**config.mk**
```make
export PLATFORM = sky130hd
export DESIGN_NAME = lcd_triplex_seq
export DESIGN_NICKNAME = d
export VERILOG_FILES = /design/src/rtl/lcdmux_pkg.sv /design/src/rtl/lcdmux_timer.sv /design/src/rtl/lcdmux_segdrv.sv /design/src/rtl/lcdmux_pinrole.sv /design/src/rtl/lcd_triplex_seq.sv
export SDC_FILE = /design/constraint.sdc
export NUM_CORES = 1
export LEC_CHECK = 0
export ABC_AREA = 1
export BUFFER_PORTS_ARGS = -buffer_cell sky130_fd_sc_hd__buf_4
export CORE_UTILIZATION = 31
export CTS_CLUSTER_SIZE = 28
export DETAILED_ROUTE_END_ITERATION = 8
export GPL_ROUTABILITY_DRIVEN = 1
export PLACE_DENSITY_LB_ADDON = 0.08
export SLEW_MARGIN = 25
export SYNTH_ARGS = -nofsm -noshare
export SYNTH_HDL_FRONTEND = slang
export SYNTH_SLANG_ARGS = --single-unit
```
**constraint.sdc**
```tcl
create_clock -name clk -period 2 [get_ports clk]
set_input_delay 0.4 -clock clk [delete_from_list [all_inputs] [get_ports clk]]
set_output_delay 0.4 -clock clk [all_outputs]
set_load 0.005 [all_outputs]
```
**src/rtl/lcdmux_pkg.sv**
```systemverilog
package lcdmux_pkg;

    typedef enum logic [1:0] {
        LV_LOW   = 2'b00,
        LV_MIDLO = 2'b01,
        LV_MIDHI = 2'b10,
        LV_HIGH  = 2'b11
    } lvl_e;

    typedef enum logic [1:0] {
        MD_MASTER = 2'b00,
        MD_ALONE  = 2'b01,
        MD_SPARE  = 2'b10,
        MD_SLAVE  = 2'b11
    } mode_e;

    localparam int NUM_SLOTS = 6;
    localparam int SLOT_W    = 3;
    localparam int NUM_PLANES = 3;

    // backplane index (0=A,1=B,2=C) active in a slot
    function automatic logic [1:0] plane_of(input logic [SLOT_W-1:0] s);
        logic [SLOT_W-1:0] t;
        t = (s >= 3'd3) ? (s - 3'd3) : s;
        return t[1:0];
    endfunction

    function automatic logic positive(input logic [SLOT_W-1:0] s);
        return (s < 3'd3);
    endfunction

    function automatic lvl_e plane_level(input logic active, input logic pos);
        if (active) return pos ? LV_HIGH : LV_LOW;
        return pos ? LV_MIDLO : LV_MIDHI;
    endfunction

    function automatic lvl_e seg_level(input logic on, input logic pos);
        if (on) return pos ? LV_LOW : LV_HIGH;
        return pos ? LV_MIDHI : LV_MIDLO;
    endfunction

endpackage

```
**src/rtl/lcdmux_timer.sv**
```systemverilog
module lcdmux_timer
    import lcdmux_pkg::*;
#(
    parameter int SLOT_TICKS = 32
) (
    input  logic              clk,
    input  logic              rst_n,
    input  logic              tick,
    input  logic              restart,
    output logic [SLOT_W-1:0] slot,
    output logic              frame_mark
);
    localparam int CW = (SLOT_TICKS > 1) ? $clog2(SLOT_TICKS) : 1;
    localparam logic [CW-1:0] LAST_TICK = CW'(SLOT_TICKS - 1);
    localparam logic [SLOT_W-1:0] LAST_SLOT = SLOT_W'(NUM_SLOTS - 1);

    typedef struct packed {
        logic [CW-1:0]     cnt;
        logic [SLOT_W-1:0] slot;
    } tmr_t;

    tmr_t st_d, st_q;
    logic end_slot;

    always_comb begin
        st_d     = st_q;
        end_slot = (st_q.cnt == LAST_TICK);
        if (restart) begin
            st_d = '0;
        end else if (tick) begin
            if (end_slot) begin
                st_d.cnt  = '0;
                st_d.slot = (st_q.slot == LAST_SLOT) ? '0 : st_q.slot + 1'b1;
            end else begin
                st_d.cnt = st_q.cnt + 1'b1;
            end
        end
    end

    always_ff @(posedge clk or negedge rst_n) begin
        if (!rst_n) st_q <= '0;
        else        st_q <= st_d;
    end

    assign slot       = st_q.slot;
    assign frame_mark = tick && end_slot && (st_q.slot == LAST_SLOT);

    AST_SLOT_RANGE: assert property (@(posedge clk) disable iff (!rst_n)
        st_q.slot <= LAST_SLOT);
    AST_IDLE_HOLD: assert property (@(posedge clk) disable iff (!rst_n)
        (!tick && !restart) |=> $stable(st_q));
    AST_FRAME_WRAP: assert property (@(posedge clk) disable iff (!rst_n)
        (frame_mark && !restart) |=> (st_q.slot == '0 && st_q.cnt == '0));
    AST_RESTART: assert property (@(posedge clk) disable iff (!rst_n)
        restart |=> (st_q == '0));

endmodule

```
**src/rtl/lcdmux_segdrv.sv**
```systemverilog
module lcdmux_segdrv
    import lcdmux_pkg::*;
#(
    parameter int NUM_DIGITS = 4
) (
    input  logic [9*NUM_DIGITS-1:0] dots,
    input  logic [SLOT_W-1:0]       slot,
    output logic [6*NUM_DIGITS-1:0] seg_lvl
);
    logic [1:0] plane;
    logic       pos;

    assign plane = plane_of(slot);
    assign pos   = positive(slot);

    for (genvar d = 0; d < NUM_DIGITS; d++) begin : g_digit
        logic [7:0] byte_q;
        logic       mark;
        logic       x_on, y_on, z_on;

        assign byte_q = dots[8*d +: 8];
        assign mark   = dots[8*NUM_DIGITS + d];

        always_comb begin
            unique case (plane)
                2'd0: begin x_on = byte_q[1]; y_on = byte_q[0]; z_on = byte_q[5]; end
                2'd1: begin x_on = byte_q[2]; y_on = byte_q[6]; z_on = byte_q[4]; end
                default: begin x_on = byte_q[7]; y_on = byte_q[3]; z_on = mark; end
            endcase
        end

        assign seg_lvl[6*d +: 2]     = seg_level(x_on, pos);
        assign seg_lvl[6*d + 2 +: 2] = seg_level(y_on, pos);
        assign seg_lvl[6*d + 4 +: 2] = seg_level(z_on, pos);
    end

endmodule

```
**src/rtl/lcdmux_pinrole.sv**
```systemverilog
module lcdmux_pinrole
    import lcdmux_pkg::*;
(
    input  logic [1:0]        mode,
    input  logic              osc_tick,
    input  logic              ext_tick,
    input  logic [SLOT_W-1:0] slot,
    output logic              tick_sel,
    output logic [1:0]        bpa_lvl,
    output logic [1:0]        bpb_lvl,
    output logic [1:0]        bpc_lvl,
    output logic              bpa_drv,
    output logic              bpc_osc
);
    mode_e      md;
    logic [1:0] plane;
    logic       pos;
    logic [NUM_PLANES-1:0][1:0] lvl;

    assign md    = mode_e'(mode);
    assign plane = plane_of(slot);
    assign pos   = positive(slot);

    for (genvar p = 0; p < NUM_PLANES; p++) begin : g_plane
        assign lvl[p] = plane_level(plane == 2'(p), pos);
    end

    always_comb begin
        tick_sel = (md == MD_SLAVE) ? ext_tick : osc_tick;
        bpa_drv  = (md == MD_ALONE) || (md == MD_MASTER);
        bpc_osc  = (md == MD_MASTER) || (md == MD_SPARE);
        bpa_lvl  = bpa_drv ? lvl[0] : LV_LOW;
        bpb_lvl  = lvl[1];
        bpc_lvl  = bpc_osc ? (osc_tick ? LV_HIGH : LV_LOW) : lvl[2];
    end

endmodule

```
**src/rtl/lcd_triplex_seq.sv**
```systemverilog
module lcd_triplex_seq
    import lcdmux_pkg::*;
#(
    parameter int SLOT_TICKS = 32,
    parameter int NUM_DIGITS = 4
) (
    input  logic                    clk,
    input  logic                    rst_n,
    input  logic                    osc_tick,
    input  logic                    ext_tick,
    input  logic [1:0]              mode,
    input  logic                    sync_en,
    input  logic                    sync_in,
    input  logic [9*NUM_DIGITS-1:0] dots,
    output logic [1:0]              bpa_lvl,
    output logic [1:0]              bpb_lvl,
    output logic [1:0]              bpc_lvl,
    output logic                    bpa_drv,
    output logic                    bpc_osc,
    output logic [6*NUM_DIGITS-1:0] seg_lvl,
    output logic                    frame_mark
);
    logic [SLOT_W-1:0] slot;
    logic              tick_sel;
    logic              restart;

    assign restart = sync_en && sync_in;

    lcdmux_pinrole i_role (
        .mode     (mode),
        .osc_tick (osc_tick),
        .ext_tick (ext_tick),
        .slot     (slot),
        .tick_sel (tick_sel),
        .bpa_lvl  (bpa_lvl),
        .bpb_lvl  (bpb_lvl),
        .bpc_lvl  (bpc_lvl),
        .bpa_drv  (bpa_drv),
        .bpc_osc  (bpc_osc)
    );

    lcdmux_timer #(.SLOT_TICKS(SLOT_TICKS)) i_timer (
        .clk        (clk),
        .rst_n      (rst_n),
        .tick       (tick_sel),
        .restart    (restart),
        .slot       (slot),
        .frame_mark (frame_mark)
    );

    lcdmux_segdrv #(.NUM_DIGITS(NUM_DIGITS)) i_seg (
        .dots    (dots),
        .slot    (slot),
        .seg_lvl (seg_lvl)
    );

    logic ra, rb, rc;
    assign ra = (bpa_lvl == LV_HIGH) || (bpa_lvl == LV_LOW);
    assign rb = (bpb_lvl == LV_HIGH) || (bpb_lvl == LV_LOW);
    assign rc = (bpc_lvl == LV_HIGH) || (bpc_lvl == LV_LOW);

    AST_ONE_SELECT: assert property (@(posedge clk) disable iff (!rst_n)
        (mode == MD_ALONE) |-> ($countones({ra, rb, rc}) == 1));
    AST_PIN_A_INPUT: assert property (@(posedge clk) disable iff (!rst_n)
        mode[1] |-> (!bpa_drv && bpa_lvl == LV_LOW));
    AST_SLAVE_TIMEBASE: assert property (@(posedge clk) disable iff (!rst_n)
        (mode == MD_SLAVE && !ext_tick && !restart) |=> $stable(slot));
    AST_MARK_ONLY_ON_TICK: assert property (@(posedge clk) disable iff (!rst_n)
        frame_mark |-> (slot == 3'd5));

endmodule

```
==> impl_table.tex, run 1 <==
\begin{tabular}{lr}
\hline
Metric & Value \\
\hline
\multicolumn{2}{l}{\textbf{Placed design}} \\
HPWL after DPL & around 2800 µm \\
Quantity of I/O buffers inserted on ports & 76 \\
Final estimated routing congestion in global placement & 0.783 \\
Placed cell count & 300 \\
\multicolumn{2}{l}{\textbf{Floorplanning}} \\
Number of ports placed on the die boundary & between 70 and 80 \\
Area of the die & $\sim$4200 µm² \\
Num rows & 22 \\
Vertical extent of the die & approximately 65 µm \\
Area of the core region & roughly 3700 µm² \\
Initial standard-cell utilization of the core & between 30\% and 40\% \\
Width of the die & roughly 65 µm \\
\multicolumn{2}{l}{\textbf{Worst setup path}} \\
Critical-path maximum fanout & 6 \\
Arrival time reported for the critical path endpoint & 1910 ps \\
Cell type of the slowest stage on the worst timing path & dfrtp\_2 \\
Crit-path max cell delay & between 400 and 500 ps \\
Cell-by-cell listing of the critical path & ha\_4 > ha\_4 > inv\_6 > nand3\_4 > nand2\_4 > buf\_6 > nand2\_8 > nand3\_4 > nand4\_1 > nand2\_1 > buf\_6 \\
Critical Path RT & between 1500 and 2000 ps \\
Worst setup path class & reg -> out \\
Launching element type of the critical path & register \\
Sort of element at the end of the critical path & output port \\
\multicolumn{2}{l}{\textbf{Global routing}} \\
Global-route usage over all layers & 21.8\% \\
Antenna violations before repair & 0 \\
Global-route wire length before repair & roughly 7000 µm \\
Met1 Track Usage GR & roughly a quarter \\
Grt ovf & 0 \\
Met2 Resource Use GR & approximately two fifths \\
Via count of the first global-routing pass & about 1.6k \\
Met3 Usage GRT & 3.87\% \\
Maximum number of pins on one net before global-route repair & 28 \\
Busiest metal layer after global routing & met2 \\
\multicolumn{2}{l}{\textbf{Clocking}} \\
Buffer type at the clock tree root & clkbuf\_8 \\
Clock Path Buffers & 2 \\
Clock latency on the worst-skew pair & between 200 and 250 ps \\
Clock tree from TritonCTS & yes \\
Clock Sink Count & 8 \\
Clock input transition at the sequential cells of the worst setup and hold paths & $\sim$50 ps \\
Number of buffers created by CTS & 3 \\
Number of H-tree levels & 1 \\
\multicolumn{2}{l}{\textbf{STA}} \\
Hold Worst Slack & around 520 ps \\
Maximum operating frequency & 0.432 GHz \\
Hold violation count in the final report & 0 \\
Clock skew & between 8 and 9 ps \\
Summed negative setup slack over all endpoints & -4450 ps \\
Slew margin rel. & between 70 and 80\% \\
Slew @ Worst Pin & a little over 300 ps \\
Post-route setup slack & -313 ps \\
Number of pins with negative max-slew slack in the final report & 0 \\
RSZ-0062 raised after global routing & yes \\
Time the final worst path needs with I/O delays and setup & about 2300 ps \\
Fin crit share & 116\% \\
Final number of setup-violating endpoints & 15 \\
\multicolumn{2}{l}{\textbf{Final layout}} \\
Final instance count without filler cells & between 300 and 400 \\
NumNets Final & between 300 and 400 \\
Fill cell count & roughly 330 \\
Area added between synthesis and finish & 96.2\% \\
Fraction of final layout cells with drive strength greater than 1 & roughly 64\% \\
\# diodes & 0 \\
\multicolumn{2}{l}{\textbf{Detailed routing}} \\
Via-per-instance ratio & 5.23 \\
Routed wirelength normalized by instance count & between 10 and 15 µm \\
Final antenna-violating net count & 0 \\
Drt drc & 0 \\
Initial DRT Pass Iterations & 4 \\
Sum of routed wire length over all layers & around 4700 µm \\
DR vias & 1662 \\
Number of DRC markers after the initial detailed-route iteration & 61 \\
\multicolumn{2}{l}{\textbf{Yosys}} \\
Yosys warnings & 0 \\
Post-Syn Instances & $\sim$180 \\
Synth Net Count & around 230 \\
Number of library cell types mapped by synthesis & 22 \\
Syn Std Cell Area & around 1200 µm² \\
Count of state elements after synthesis & 8 \\
Sequential cell area fraction in the yosys report & 16.2\% \\
Average cell area after synthesis & slightly below 7 µm² \\
\multicolumn{2}{l}{\textbf{Power and ir drop}} \\
Worst IR drop on VDD & between 500 and 600 µV \\
Cell leakage power & around 1.2 nW \\
Power density over the cells & $\sim$250 nW/µm² \\
\multicolumn{2}{l}{\textbf{Run status}} \\
Outcome & finished with violations \\
Violations in the final reports & negative setup slack \\
\multicolumn{2}{l}{\textbf{Run}} \\
Number of max-cap violations & 0 \\
\multicolumn{2}{l}{\textbf{Worst hold path}} \\
Hold Crit Class & in -> async \\
\hline
\end{tabular}
cells in the mapped netlist:
cell,instances,area share [%]
ha_1,5,5.1
nand3_1,51,21
o22ai_1,4,2.0
nand2_1,38,12
nor2_1,5,1.5
nand4_1,15,7.6
nand2_2,4,2.0
nand4_4,1,1.7
buf_8,2,2.4
o21ai_0,5,2.0
buf_4,11,6.7
a211oi_1,1,0.61
dfrtp_1,8,16
a21oi_1,2,0.81
o21ai_1,2,0.81
inv_1,12,3.7
xor2_1,2,1.4
nand2_4,1,0.91
clkbuf_8,6,6.7
nand3_2,5,4.1
a211o_1,1,0.71
inv_2,2,0.61
power by group:
| part | internal (mW) | switching [mW] | total [mW] |
|---|---|---|---|
| Combinational | 0.127 | 0.0906 | 0.217 |
| Clock | 0.138 | 0.0675 | 0.206 |
| Sequential | 0.178 | 0.0130 | 0.191 |
| Total | 0.443 | 0.171 | 0.614 |
sequential cells by signal, summed over array words and instances (netlist names):
name          cells
i_timer.slot      3
i_timer.st_q      5
timing repair:
| action | CTS | global route |
|---|---|---|
| resized for setup | 38 | 51 |
| endpoints found under the hold margin | 8 | 0 |
| setup buffers | 6 | 2 |
| hold buffers | 1 | 0 |
| pin swaps | 6 | 18 |
| gates cloned | 4 | 1 |
| setup endpoints to repair | 15 | 18 |
final cells by class:
type	instances	area, µm²	share of cell area (%)
multi-input combinational	146	1200	49.8
timing repair buffer	98	850	35.1
sequential	8	201	8.33
tap	48	60.1	2.48
inverter	14	57.6	2.38
clock buffer	4	45.0	1.86
worst paths after layout:
check | from | end | slack [ps] | depth (start not counted)
min reg2reg | i_timer.st_q[7] | i_timer.st_q[7] | 560 | 2
max reg2reg | i_timer.st_q[3] | i_timer.st_q[5] | 580 | 7
min | rst_n | i_timer.slot[1] | 520 | 2
max | i_timer.slot[0] | seg_lvl[3] | -310 | 11
min in group clk | i_timer.st_q[7] | i_timer.st_q[7] | 560 | 2
max in group asynchronous | rst_n | i_timer.slot[0] | 1340 | 2
worst max-delay path, delay by kind of cell (launching register included):
| family | cells | cell delay, ps |
|---|---|---|
| and+or+nand+nor | 6 | 600 |
| DFF | 1 | 420 |
| adders and majority gates | 2 | 340 |
| buffers and inverters | 3 | 310 |
kinds of logic after synthesis:
family	count (synthesis)	synth area share, %
and+or+nand+nor	120	50.2
buffers and inverters	33	20.1
AOI/OAI and AO/OA	15	7.00
DFF	8	16.2
adders and majority gates	5	5.08
xor gates and xnor gates	2	1.42
per-layer routing:
metal / vias up / routed length [µm]
met5: - / 0
met4: 0 / 27
met3: 4 / 237
met2: 53 / 2610
met1: 789 / 1850
li1: 816 / -
per-stage QoR:
stage               area [µm²]  setup slack [ps]  utilization (%)  total power, mW
finish                    2420              -313             64.6            0.614
global route              2420              -411             64.6            0.661
CTS                       2160              -289             57.8            0.599
detailed placement        1770              -169             47.2            0.378
global placement          1770              -135             47.2            0.376
floorplan                 1240              9.19                -            0.262
layout by cell type (no fill, tap or decap), types with 3 or more instances in the layout:
cell type  count
buf_4         81
nand3_2       33
nand2_1       31
nand4_1       15
nand3_1       13
inv_1         11
buf_6         11
nand3_4       10
nand2_2        9
dfrtp_1        7
nand2_4        4
o22ai_1        4
buf_12         4
nor2_1         3
nand2_8        3
o21ai_1        3
o21ai_0        3
ha_4           3
clkbuf_8       3
Power figures use the tool's default switching activity.
==> run 2, diff against run 1 <==
clock period = 2.5 ns   (was 2 ns; I/O delays follow)
==> run 2 against run 1 <==
Effect of this change: the run now ends clean; first-iteration DRC count decreased by 4.9%; clock skew decreased by 5.4 ps; design area decreased by 18%; power decreased by 26%; largest cell class unchanged; utilization decreased by 12 points; worst setup slack improved by 390 ps; combinational power decreased by 30%; sequential cell count unchanged; largest power group unchanged.
==> impl_table.tex, run 2 (synthesized netlist as in run 1, its figures left out) <==
\begin{tabular}{lr}
\hline
Metric & Value \\
\hline
\multicolumn{2}{l}{\textbf{Placed design}} \\
Final estimated routing congestion in global placement & roughly 0.76 \\
HPWL after DPL & 2760 µm \\
Quantity of I/O buffers inserted on ports & 76 \\
Placed cell count & between 200 and 300 \\
Post-DP Area & approximately 1700 µm² \\
Post-Place Worst Slack & around 180 ps \\
\multicolumn{2}{l}{\textbf{Power and ir drop}} \\
Net Switching & 119 µW \\
Switching share of power & between 20\% and 30\% \\
Total internal power & between 300 and 400 µW \\
Flop pwr share & between 30 and 40\% \\
Share of power burned in the clock network & about 33\% \\
Power density over the cells & 230 nW/µm² \\
Cell leakage power & between 1 and 1.5 nW \\
Portion of total power attributed to combinational logic & 33.4\% \\
Worst IR drop on VDD & between 200 and 300 µV \\
\multicolumn{2}{l}{\textbf{Worst hold path}} \\
Hold Crit Class & in -> async \\
\multicolumn{2}{l}{\textbf{STA}} \\
Clock skew & approximately 3.5 ps \\
Final number of setup-violating endpoints & 0 \\
Maximum operating frequency & 0.413 GHz \\
Number of pins with negative max-slew slack in the final report & 0 \\
RSZ-0062 raised after global routing & yes \\
Slew margin rel. & 79.3\% \\
Hold violation count in the final report & 0 \\
Fin crit share & a little under 100\% \\
Post-route setup slack & roughly 76 ps \\
Time the final worst path needs with I/O delays and setup & 2420 ps \\
Slew @ Worst Pin & a little over 300 ps \\
\multicolumn{2}{l}{\textbf{Clocking}} \\
Number of buffers created by CTS & 3 \\
Hold buffer count at CTS & 0 \\
Buffer type at the clock tree root & clkbuf\_8 \\
Clock Path Buffers & 2 \\
Number of H-tree levels & 1 \\
Count of buffers added by post-CTS timing repair for setup & 0 \\
Clock Sink Count & 8 \\
Clock input transition at the sequential cells of the worst setup and hold paths & 40 ps \\
Clock tree from TritonCTS & yes \\
Clock latency on the worst-skew pair & between 200 and 250 ps \\
\multicolumn{2}{l}{\textbf{Final layout}} \\
Fill cell count & a little under 400 \\
Top reg by flops & i\_timer.st\_q \\
Fraction of final layout cells with drive strength greater than 1 & between 40\% and 50\% \\
Final std cell area, no fill & roughly 2000 µm² \\
Final instance count without filler cells & 300 \\
\# diodes & 0 \\
NumNets Final & a little over 300 \\
Most common cell after layout, fill and taps aside & buf\_4 \\
Core utilization of the finished layout & between 50 and 60\% \\
Area added between synthesis and finish & 60.6\% \\
Top library cells by usage in the layout, fill and taps aside & buf\_4, nand3\_1, nand2\_1 \\
Registers with the highest flip-flop counts & i\_timer.st\_q: 5 flops, i\_timer.slot: 3 flops \\
Number of flip-flops under the largest register name & 5 \\
\multicolumn{2}{l}{\textbf{Run}} \\
Number of max-cap violations & 0 \\
\multicolumn{2}{l}{\textbf{Floorplanning}} \\
Width of the die & about 65 µm \\
Vertical extent of the die & around 65 µm \\
Initial standard-cell utilization of the core & 32.9\% \\
Area of the core region & around 3700 µm² \\
Num rows & 22 \\
Area of the die & 4230 µm² \\
Number of ports placed on the die boundary & 77 \\
\multicolumn{2}{l}{\textbf{Worst setup path}} \\
Crit Reg-Reg Startpoint & i\_timer.st\_q[3] \\
Critical Path RT & roughly 2000 ps \\
Flop-to-flop setup slack & 1050 ps \\
Launching element type of the critical path & register \\
Worst setup path class & reg -> out \\
Sort of element at the end of the critical path & output port \\
Worst reg2reg path depth & 7 \\
Critical-path maximum fanout & 7 \\
Arrival time reported for the critical path endpoint & about 1900 ps \\
FF-to-FF End & i\_timer.st\_q[5] \\
\multicolumn{2}{l}{\textbf{Global routing}} \\
Via count of the first global-routing pass & around 1.4k \\
Global-route wire length before repair & $\sim$5800 µm \\
Global-route usage over all layers & roughly 17\% \\
Maximum number of pins on one net before global-route repair & 28 \\
Antenna violations before repair & 0 \\
Grt ovf & 0 \\
\multicolumn{2}{l}{\textbf{Detailed routing}} \\
DR vias & 1542 \\
Final antenna-violating net count & 0 \\
Met2 Wirelength & 2110 µm \\
Routed wirelength normalized by instance count & $\sim$14 µm \\
Via-per-instance ratio & a little over 5 \\
Number of DRC markers after the initial detailed-route iteration & 58 \\
Amount of wire on met3 after detailed routing & about 230 µm \\
Initial DRT Pass Iterations & 5 \\
Sum of routed wire length over all layers & 4100 µm \\
Met1 Wirelength & about 1700 µm \\
Top layer reached by signal wires & met4 \\
Drt drc & 0 \\
\multicolumn{2}{l}{\textbf{Run status}} \\
Outcome & finished clean \\
\hline
\end{tabular}
## run 2: cell types whose count changed in the layout (fill, tap and decap cells not counted), sizes merged
| cell | before | now |
|---|---|---|
| nand2 | 47 | 45 |
| buf | 97 | 82 |
| dlygate4sd3 | 1 | 0 |
## run 2: routing by layer
| metal | vias up | GRT usage [%] |
|---|---|---|
| li1 | 773 | - |
| met4 | 0 | 3.26 |
| met2 | 60 | 31.3 |
| met5 | - | 0 |
| met3 | 9 | 3.35 |
| met1 | 700 | 20.4 |
## run 2: final cells by class
| cell class | count | area, µm² | share of cell area, % |
|---|---|---|---|
| timing repair buffer | 83 | 671 | 33.9 |
| clock buffer | 3 | 41.3 | 2.09 |
| sequential | 8 | 200 | 10.1 |
| tap | 48 | 60.1 | 3.03 |
| inverter | 14 | 57.6 | 2.91 |
| multi-input combinational | 144 | 950 | 48.0 |
## run 2: power groups by stage
stage          clock network (mW)  logic [mW]  registers (mW)
2_1_floorplan                   0      0.0580           0.151
3_3_place_gp                    0       0.149           0.153
3_5_place_dp                    0       0.149           0.153
4_1_cts                     0.157       0.150           0.151
5_1_grt                     0.167       0.170           0.153
6_report                    0.152       0.152           0.151
## run 2: timing repair
action                     in CTS  in global routing
gates cloned                    0                  4
setup endpoints to repair      14                 14
pin swaps                       0                  9
gates resized for setup         3                 36
## run 2: worst max path at each step
stage / cells after the start / to / from / slack [ps]
2_1_floorplan: 10 / bpa_lvl[1] / i_timer.slot[0] / 320
3_5_place_dp: 11 / seg_lvl[21] / i_timer.slot[1] / 180
4_1_cts: 11 / seg_lvl[11] / i_timer.slot[1] / 10
3_3_place_gp: 10 / bpa_lvl[1] / i_timer.slot[1] / 220
5_1_grt: 10 / seg_lvl[21] / i_timer.slot[1] / -30
6_report: 10 / seg_lvl[1] / i_timer.slot[1] / 80
## run 2: stage by stage
step	TNS (ps)	power, mW	hold WS (ps)
floorplan	0	0.209	204
detailed placement	0	0.302	327
CTS	0	0.458	83.1
global route	-82.0	0.490	81.8
finish	0	0.456	79.7
global placement	0	0.302	326
## run 2: critical path: stages, from the launching register on
cell,delay [ps]
dfrtp_1,390
ha_2,200
ha_4,160
inv_4,80
nand3_1,230
nand2_4,200
nand3_1,110
nand3_1,80
nand2_1,50
nand2_1,80
buf_4,110
